===== src/rtl/gpb_pkg.sv =====
// Shared definitions for the GPIO port register bank.
// Assumes the word address layout {alias, kind[3:0], port}.
package gpb_pkg;
    typedef enum logic [3:0] {
        K_CFG  = 4'd0,   // pin is under GPIO control
        K_DRV  = 4'd1,   // drive enable
        K_OUT  = 4'd2,   // output level
        K_PIN  = 4'd3,   // direct: synced input; alias: debounce enable
        K_IEN  = 4'd5,   // interrupt enable
        K_ITYP = 4'd6,   // interrupt type
        K_DCNT = 4'd15   // debounce count (direct only)
    } reg_kind_e;
endpackage


===== src/rtl/gpb_sync.sv =====
// Two-flop synchroniser for the asynchronous pin inputs.
// Assumes each bit is independent; no bus coherency is given across bits.
module gpb_sync #(
    parameter int W = 32
) (
    input  logic         clk,
    input  logic         rst_n,
    input  logic [W-1:0] d,
    output logic [W-1:0] q
);
    logic [W-1:0] meta_q;

    // Purpose: shift the raw levels through two stages.
    always_ff @(posedge clk) begin
        if (!rst_n) begin
            meta_q <= '0;
            q      <= '0;
        end else begin
            meta_q <= d;
            q      <= meta_q;
        end
    end
endmodule


===== src/rtl/gpb_port_regs.sv =====
// Register set of one port: direct full-byte writes and masked alias writes.
// Assumes the write enable is already qualified with the port select.
module gpb_port_regs
    import gpb_pkg::*;
#(
    parameter int PORT_W = 8
) (
    input  logic                  clk,
    input  logic                  rst_n,
    input  logic                  wr_en,
    input  logic                  alias_wr,
    input  logic [3:0]            kind,
    input  logic [2*PORT_W-1:0]   wbits,
    output logic [PORT_W-1:0]     cfg_q,
    output logic [PORT_W-1:0]     drv_q,
    output logic [PORT_W-1:0]     out_q,
    output logic [PORT_W-1:0]     ien_q,
    output logic [PORT_W-1:0]     ityp_q,
    output logic [PORT_W-1:0]     den_q,
    output logic [PORT_W-1:0]     dcnt_q
);
    logic [PORT_W-1:0] sel_m;
    logic [PORT_W-1:0] new_v;

    assign sel_m = wbits[2*PORT_W-1:PORT_W];
    assign new_v = wbits[PORT_W-1:0];

    // Purpose: next value of a register under direct or masked write.
    function automatic logic [PORT_W-1:0] merge(input logic [PORT_W-1:0] old,
                                                input logic              msk,
                                                input logic [PORT_W-1:0] m,
                                                input logic [PORT_W-1:0] v);
        return msk ? ((old & ~m) | (v & m)) : v;
    endfunction

    // Purpose: update the register chosen by kind on an accepted write.
    always_ff @(posedge clk) begin
        if (!rst_n) begin
            cfg_q  <= '0;
            drv_q  <= '0;
            out_q  <= '0;
            ien_q  <= '0;
            ityp_q <= '0;
            den_q  <= '0;
            dcnt_q <= '0;
        end else if (wr_en) begin
            case (kind)
                K_CFG:  cfg_q  <= merge(cfg_q,  alias_wr, sel_m, new_v);
                K_DRV:  drv_q  <= merge(drv_q,  alias_wr, sel_m, new_v);
                K_OUT:  out_q  <= merge(out_q,  alias_wr, sel_m, new_v);
                K_IEN:  ien_q  <= merge(ien_q,  alias_wr, sel_m, new_v);
                K_ITYP: ityp_q <= merge(ityp_q, alias_wr, sel_m, new_v);
                K_PIN:  if (alias_wr) den_q <= merge(den_q, 1'b1, sel_m, new_v);
                K_DCNT: if (!alias_wr) dcnt_q <= new_v;
                default: ;
            endcase
        end
    end
endmodule


===== src/rtl/gpb_regbank.sv =====
// Register bank for one GPIO bank: address decode, per-port registers,
// input synchroniser and read mux. Assumes DATA_W >= 2*PORT_W and a
// power-of-two NUM_PORTS of at least 2.
module gpb_regbank
    import gpb_pkg::*;
#(
    parameter  int NUM_PORTS = 4,
    parameter  int PORT_W    = 8,
    parameter  int DATA_W    = 32,
    localparam int PORT_AW   = $clog2(NUM_PORTS),
    localparam int ADDR_W    = PORT_AW + 5,
    localparam int NPIN      = NUM_PORTS * PORT_W
) (
    input  logic              clk,
    input  logic              rst_n,
    input  logic [ADDR_W-1:0] bus_addr,
    input  logic              bus_we,
    input  logic [DATA_W-1:0] bus_wdata,
    output logic [DATA_W-1:0] bus_rdata,
    input  logic [NPIN-1:0]   pin_in,
    output logic [NPIN-1:0]   pin_out,
    output logic [NPIN-1:0]   pin_oe,
    output logic [NPIN-1:0]   irq_en_o,
    output logic [NPIN-1:0]   irq_type_o,
    output logic [NPIN-1:0]   dbc_en_o,
    output logic [NPIN-1:0]   dbc_cnt_o
);
    logic [PORT_AW-1:0] port_sel;
    logic [3:0]         kind;
    logic               alias_sel;
    logic [NPIN-1:0]    pin_sync;
    logic [PORT_W-1:0]  rd_byte;
    logic               unused_wdata;

    logic [PORT_W-1:0] cfg_a  [NUM_PORTS];
    logic [PORT_W-1:0] drv_a  [NUM_PORTS];
    logic [PORT_W-1:0] out_a  [NUM_PORTS];
    logic [PORT_W-1:0] ien_a  [NUM_PORTS];
    logic [PORT_W-1:0] ityp_a [NUM_PORTS];
    logic [PORT_W-1:0] den_a  [NUM_PORTS];
    logic [PORT_W-1:0] dcnt_a [NUM_PORTS];
    logic [PORT_W-1:0] sync_a [NUM_PORTS];

    assign port_sel     = bus_addr[PORT_AW-1:0];
    assign kind         = bus_addr[PORT_AW+3:PORT_AW];
    assign alias_sel    = bus_addr[PORT_AW+4];
    assign unused_wdata = ^bus_wdata[DATA_W-1:2*PORT_W];

    gpb_sync #(.W(NPIN)) sync_i (
        .clk   (clk),
        .rst_n (rst_n),
        .d     (pin_in),
        .q     (pin_sync)
    );

    for (genvar p = 0; p < NUM_PORTS; p++) begin : g_port
        gpb_port_regs #(.PORT_W(PORT_W)) regs_i (
            .clk      (clk),
            .rst_n    (rst_n),
            .wr_en    (bus_we && (port_sel == PORT_AW'(p))),
            .alias_wr (alias_sel),
            .kind     (kind),
            .wbits    (bus_wdata[2*PORT_W-1:0]),
            .cfg_q    (cfg_a[p]),
            .drv_q    (drv_a[p]),
            .out_q    (out_a[p]),
            .ien_q    (ien_a[p]),
            .ityp_q   (ityp_a[p]),
            .den_q    (den_a[p]),
            .dcnt_q   (dcnt_a[p])
        );

        assign sync_a[p]                        = pin_sync[p*PORT_W +: PORT_W];
        assign pin_out[p*PORT_W +: PORT_W]      = out_a[p];
        assign pin_oe[p*PORT_W +: PORT_W]       = cfg_a[p] & drv_a[p];
        assign irq_en_o[p*PORT_W +: PORT_W]     = ien_a[p];
        assign irq_type_o[p*PORT_W +: PORT_W]   = ityp_a[p];
        assign dbc_en_o[p*PORT_W +: PORT_W]     = den_a[p];
        assign dbc_cnt_o[p*PORT_W +: PORT_W]    = dcnt_a[p];
    end

    // Purpose: select the addressed port byte for the read bus.
    always_comb begin
        case (kind)
            K_CFG:   rd_byte = cfg_a[port_sel];
            K_DRV:   rd_byte = drv_a[port_sel];
            K_OUT:   rd_byte = out_a[port_sel];
            K_IEN:   rd_byte = ien_a[port_sel];
            K_ITYP:  rd_byte = ityp_a[port_sel];
            K_PIN:   rd_byte = alias_sel ? den_a[port_sel] : sync_a[port_sel];
            K_DCNT:  rd_byte = alias_sel ? '0 : dcnt_a[port_sel];
            default: rd_byte = '0;
        endcase
    end

    assign bus_rdata = DATA_W'(rd_byte);
endmodule


===== config.mk =====
export PLATFORM = sky130hd
export DESIGN_NAME = gpb_regbank
export DESIGN_NICKNAME = d
export VERILOG_FILES = /design/src/rtl/gpb_pkg.sv /design/src/rtl/gpb_sync.sv /design/src/rtl/gpb_port_regs.sv /design/src/rtl/gpb_regbank.sv
export SDC_FILE = /design/constraint.sdc
export NUM_CORES = 1
export LEC_CHECK = 0
export BUFFER_PORTS_ARGS = -buffer_cell sky130_fd_sc_hd__buf_2
export CELL_PAD_IN_SITES_DETAIL_PLACEMENT = 1
export CELL_PAD_IN_SITES_GLOBAL_PLACEMENT = 1
export CORE_UTILIZATION = 30
export CTS_CLUSTER_SIZE = 30
export DETAILED_ROUTE_END_ITERATION = 8
export GPL_ROUTABILITY_DRIVEN = 0
export GPL_TIMING_DRIVEN = 0
export PLACE_DENSITY = 0.73
export SYNTH_ARGS = -nofsm -noshare
export SYNTH_HDL_FRONTEND = slang
export SYNTH_SLANG_ARGS = --single-unit

===== constraint.sdc =====
create_clock -name clk -period 1.3 [get_ports clk]
set_input_delay 0.13 -clock clk [delete_from_list [all_inputs] [get_ports clk]]
set_output_delay 0.13 -clock clk [all_outputs]
set_load 0.02 [all_outputs]

Word level (Yosys, flattened, before mapping)
Index checks and enable logic that the tools add are counted.
{"block": "op_classes", "n_lt_le_gt_ge": 1, "mux": 47, "n_reduce_logical": 34, "bitwise": 56, "n_eq_ne": 9}
{"op": "2-to-1 mux 8 bit", "count": 38}
{"op": "AND 8 bit", "count": 29}
{"op": "bitwise OR 8 bit", "count": 24}
{"op": "binary-select mux 8 bit (select 2 bit)", "count": 8}
{"op": "one-hot mux 8 bit (7 select lines)", "count": 1}
{"op": "AND reduction 2 bit", "count": 20}
{"op": "AND reduction 3 bit", "count": 8}
{"op": "== test 4 x 2 -> 1 bit (second input constant)", "count": 2}
{"op": "== test 4 x 3 -> 1 bit (second input constant)", "count": 2}
{"op": "NOT 8 bit", "count": 1}
{"op": "== test 2 bit (second input constant)", "count": 2}
{"op": "== test 4 x 1 -> 1 bit (second input constant)", "count": 1}
{"op": "== test 4 bit (second input constant)", "count": 1}
{"op": "logical AND 1 bit", "count": 4}
{"op": "logical NOT 4 bit", "count": 1}
{"op": ">= comparator 3 bit (second input constant)", "count": 1}
{"op": "NOT 2 -> 3 bit", "count": 1}
{"op": "== test 2 x 1 -> 1 bit (second input constant)", "count": 1}
{"op": "logical NOT 2 bit", "count": 1}
{"op": "NOT 1 bit", "count": 1}
{"block": "totals", "output_inout_bits": 224, "input_bits": 74, "elab_cells": 177, "ff_bits": 288}

Depth between registers and ports, before layout
{"block": "depth", "depth_word": 6, "mapped_depth": 7, "ltp_nobuf": 4}

Hierarchy
A second synthesis with hierarchy kept.
{"block": "hier_totals", "cells_unflattened": 1369, "hier_area_um2": 14133.6}
{"module": "gpb_port_regs", "instances": 4, "cells_per_inst": 256, "seq_area_each_um2": 1121.1, "area_per_inst_um2": 2442.3}
{"module": "gpb_regbank", "instances": 1, "cells_per_inst": 211, "seq_area_each_um2": 0.0, "area_per_inst_um2": 2572.5}
{"module": "gpb_sync", "instances": 1, "cells_per_inst": 134, "seq_area_each_um2": 1281.2, "area_per_inst_um2": 1791.7}

Worst setup path before layout
No wires, ideal clock.
{"block": "synth_path", "path_type": "input-to-output", "startpoint": "input bus_addr[1]", "endpoint": "output bus_rdata[0]", "cell_stages": 6, "path_buffers": 3, "required_time_ps": 1170, "arrival_time_ps": 1434, "path_slack_ps": -264, "cell_sequence": "buf_4 -> buf_4 -> buf_4 -> mux4_2 -> a22oi_1 -> nand4_1"}
{"block": "synth_between", "elab_chain_cells": 6, "word_cells_on_any_way": 28, "classes_between": "27 x mux; 1 x bitwise"}
{"element": "start, declared", "line": "gpb_regbank.sv:16", "source": "input logic [ADDR_W-1:0] bus_addr,"}
{"element": "NOT 2 -> 3 bit (not written as such) *"}
{"element": "binary-select mux 8 bit (select 2 bit), on equally long branches", "line": "gpb_regbank.sv:91, gpb_regbank.sv:90"}
{"element": "2-to-1 mux 8 bit, on equally long branches (3 in a row)", "line": "gpb_regbank.sv:91, gpb_regbank.sv:90"}
{"element": "one-hot mux 8 bit (7 select lines) *", "line": "gpb_regbank.sv:84", "source": "case (kind)"}
{"element": "end, declared", "line": "gpb_regbank.sv:19", "source": "output logic [DATA_W-1:0] bus_rdata,"}
Mark *: on every way between the ends. The rest lies on a longest branch, timed or not. The select of a mux whose other input is x is not followed.

Worst setup path in the final report
{"block": "layout_path", "startpoint": "register g_port[0].regs_i.dcnt_q[3]", "endpoint": "output bus_rdata[3]"}
{"block": "layout_between", "elab_chain_cells": 5}
{"element": "start, declared", "line": "gpb_port_regs.sv:20", "source": "output logic [PORT_W-1:0] dcnt_q"}
{"element": "start signal, assigned", "line": "gpb_port_regs.sv:54", "source": "K_DCNT: if (!alias_wr) dcnt_q <= new_v;"}
{"element": "binary-select mux 8 bit (select 2 bit)", "line": "gpb_regbank.sv:91", "source": "K_DCNT: rd_byte = alias_sel ? '0 : dcnt_a[port_sel];"}
{"element": "2-to-1 mux 8 bit (not written as such) (2 in a row)", "line": "gpb_regbank.sv:91"}
{"element": "2-to-1 mux 8 bit", "line": "gpb_regbank.sv:91"}
{"element": "one-hot mux 8 bit (7 select lines)", "line": "gpb_regbank.sv:84"}
No other way between the ends. The select of a mux whose other input is x is not followed.

==> run metrics <==
gr ovfl total 0; all-layer global routing usage 0.276; critical path class reg -> out; YS warnings 0; Max Clock Skew 4.26 ps; slowest CP cell mux4_2; initial antenna violation count 1; initial core utilization 0.304; Worst Setup Start Kind register; critical path cell sequence mux4_2 -> a22oi_2 -> nand4_1 -> buf_4; worst slew pin tran 982 ps; outcome complete, but fails checks; Pre-Repair DR Iteration Count 5; vias in the first global route 13400; Mapped Area 0.0138 sq mm; worst relative slew slack 0.346; # IOs 298; first-pass GRT wire length 94.1 mm; latest clock arrival within the worst-skew pair 600 ps; period utilization 1.85; clk sinks 288; Worst-path clk slew 60 ps; P&R area growth vs syn 35.2%; DRC 0; # setup viols final 52; wire length per cell after detailed routing 28.3 um; final hold slack 82.1 ps; First DRT Iteration DRCs 1208; Seq/Total Area, Yosys 0.417; failing checks negative setup slack; Max Cap Viol 0; worst vdd ir 1.09 mV; Crit path arrival time 2280 ps; Hold Vio Cnt, Final 0; dpl hpwl 47.1 mm; DP Cell Count 2229; CTS H-Tree Depth 1; CTS tree built; Max clock buf depth 3; number of port buffers 247; core area 0.0455 sq mm; Final Slew Violations 0; hold path depth 5; via count 12800; pin count of the biggest net entering global routing 16; DRT antenna net count 0; Seq cells post-synth 288; crit-path max cell delay 530 ps; Die H 217 um; R2R Setup Slk 350 ps; Nets 1805; RSZ-0062 raised after global routing yes; worst hold start bus_addr[5]; Setup WS post-layout -1110 ps; Leakage 8.39 nW; Yosys cell types 26; share of cells above drive strength 1 0.390; Period minus WS final 2410 ps; TritonCTS Buffers 31; Crit Path Max Fanout 3; Max Fclk 415 MHz; Synth Area per Inst 10.2 sq um; Die X-Extent 217 um; root buffer cell clkbuf_16; Layout Cells excl Fill 2356; crit end category primary output; WL final 66.6 mm; Required @ worst endpoint 1170 ps; HP Class in -> reg; PD cells 1080 mW/mm^2; Cells after Synth 1359; Power, Total 20.2 mW; FF-to-FF path depth 4; row cnt 78; routed vias/inst 5.44; Die ar. 0.0470 sq mm
power by group:
group | internal, mW | leakage (nW) | total (mW) | switching (mW)
combinational | 0.667 | 5.47 | 1.93 | 1.27
clock | 5.39 | 0.519 | 9.34 | 3.95
sequential | 8.92 | 2.41 | 8.96 | 0.0426
total | 15.0 | 8.39 | 20.2 | 5.26
worst max-delay path by stage:
stage | from | end | slack, ps | depth (start not counted)
detailed placement | bus_addr[1] | bus_rdata[3] | -1170 | 8
finish | g_port[0].regs_i.dcnt_q[3] | bus_rdata[3] | -1110 | 4
global route | g_port[2].regs_i.dcnt_q[3] | bus_rdata[3] | -1080 | 4
global placement | bus_addr[1] | bus_rdata[3] | -1160 | 8
CTS | register | bus_rdata[3] | -980 | 4
floorplan | bus_addr[0] | bus_rdata[6] | -130 | 5
critical path, delay by kind of cell, from the launching register on:
kind | cells | cell delay, ps
buffers and inverters | 1 | 220
multiplexers | 1 | 530
flip-flops | 1 | 330
AO/OA/AOI/OAI | 1 | 350
AND/OR/NAND/NOR | 1 | 240
metrics by stage:
step / utilization / TNS, ps / worst slack (ps) / area, sq um
after floorplan: - / -1040 / -133 / 14000
after global placement: 0.352 / -131740 / -1160 / 16000
after detailed placement: 0.352 / -144070 / -1170 / 16000
after CTS: 0.405 / -9170 / -984 / 18400
after global routing: 0.411 / -9960 / -1080 / 18700
final: 0.411 / -9530 / -1110 / 18700
logic make-up (layout without fill, tap and decap cells):
kind of cell / count (synthesis) / in the layout / synth area share
simple gates: 579 / 579 / 0.243
flops: 288 / 288 / 0.417
mux: 256 / 256 / 0.243
buf+inv: 171 / 544 / 0.0624
compound gates: 64 / 64 / 0.0347
other cells: 1 / 25 / 0.000271
area by class of cell:
| class | count | area [sq um] |
|---|---|---|
| flip-flops and latches | 288 | 5950 |
| well taps | 600 | 751 |
| clock buffers | 50 | 957 |
| multi-input cells | 923 | 7490 |
| plain buffers | 170 | 996 |
| diodes | 1 | 2.50 |
| repair buffers | 317 | 2470 |
| fillers | 5167 | 26800 |
| clock inverters | 7 | 88.8 |
what timing repair did:
item,CTS,global route
pin swaps,24,12
endpoints found under the setup margin,180,201
endpoints found under the hold margin,61,0
hold buffers,43,0
gates resized for setup,329,137
buffers inserted,17,17
per-layer routing:
| metal | track usage | wire, um |
|---|---|---|
| met1 | 0.335 | 26000 |
| met2 | 0.448 | 31000 |
| met3 | 0.0745 | 6110 |
| met4 | 0.139 | 3510 |
| met5 | 0 | 0 |
placed cells by master (no fill, tap or decap), types with 2 or more instances in the layout:
cell           instances
or2b_1                 2
dlygate4sd3_1         43
a22oi_2               15
and3b_1                3
clkbuf_8              11
and2_4                32
a21boi_1              32
dfxtp_4                7
buf_4                125
bufinv_16              2
clkbuf_2              17
dfxtp_2              128
mux2i_1              192
mux4_2                64
nand2_1               32
nand2b_1               6
buf_1                  7
nand3_2                4
conb_1                24
clkbuf_4              14
buf_2                142
buf_8                  2
nand4_1               40
clkinv_2               4
and2_1                67
dfxtp_1              153
nor2b_1              192
clkbuf_16             31
and4bb_2               2
nand3_1              187
buf_12                 5
a22oi_1               17
clkbuf_1              67
buf_6                 73
and3_1                 6
synth_stat cells (all sizes together):
| master | n | area share |
|---|---|---|
| and2 | 99 | 0.045 |
| buf | 92 | 0.041 |
| or2b | 2 | 0.0011 |
| nor4b | 2 | 0.0022 |
| nand2 | 32 | 0.0087 |
| dfxtp | 288 | 0.42 |
| conb | 1 | 0.00027 |
| nor4 | 1 | 0.00090 |
| a21boi | 32 | 0.017 |
| and4bb | 2 | 0.0018 |
| and3b | 3 | 0.0019 |
| clkbuf | 79 | 0.021 |
| and4b | 1 | 0.00099 |
| nor2b | 192 | 0.087 |
| nand2b | 6 | 0.0027 |
| nand3 | 191 | 0.069 |
| and3 | 6 | 0.0027 |
| mux2i | 192 | 0.14 |
| mux4 | 64 | 0.10 |
| nand4 | 40 | 0.018 |
| a22oi | 32 | 0.017 |
| nor3b | 2 | 0.0014 |
Note: power is estimated with default switching activity, not from simulation.
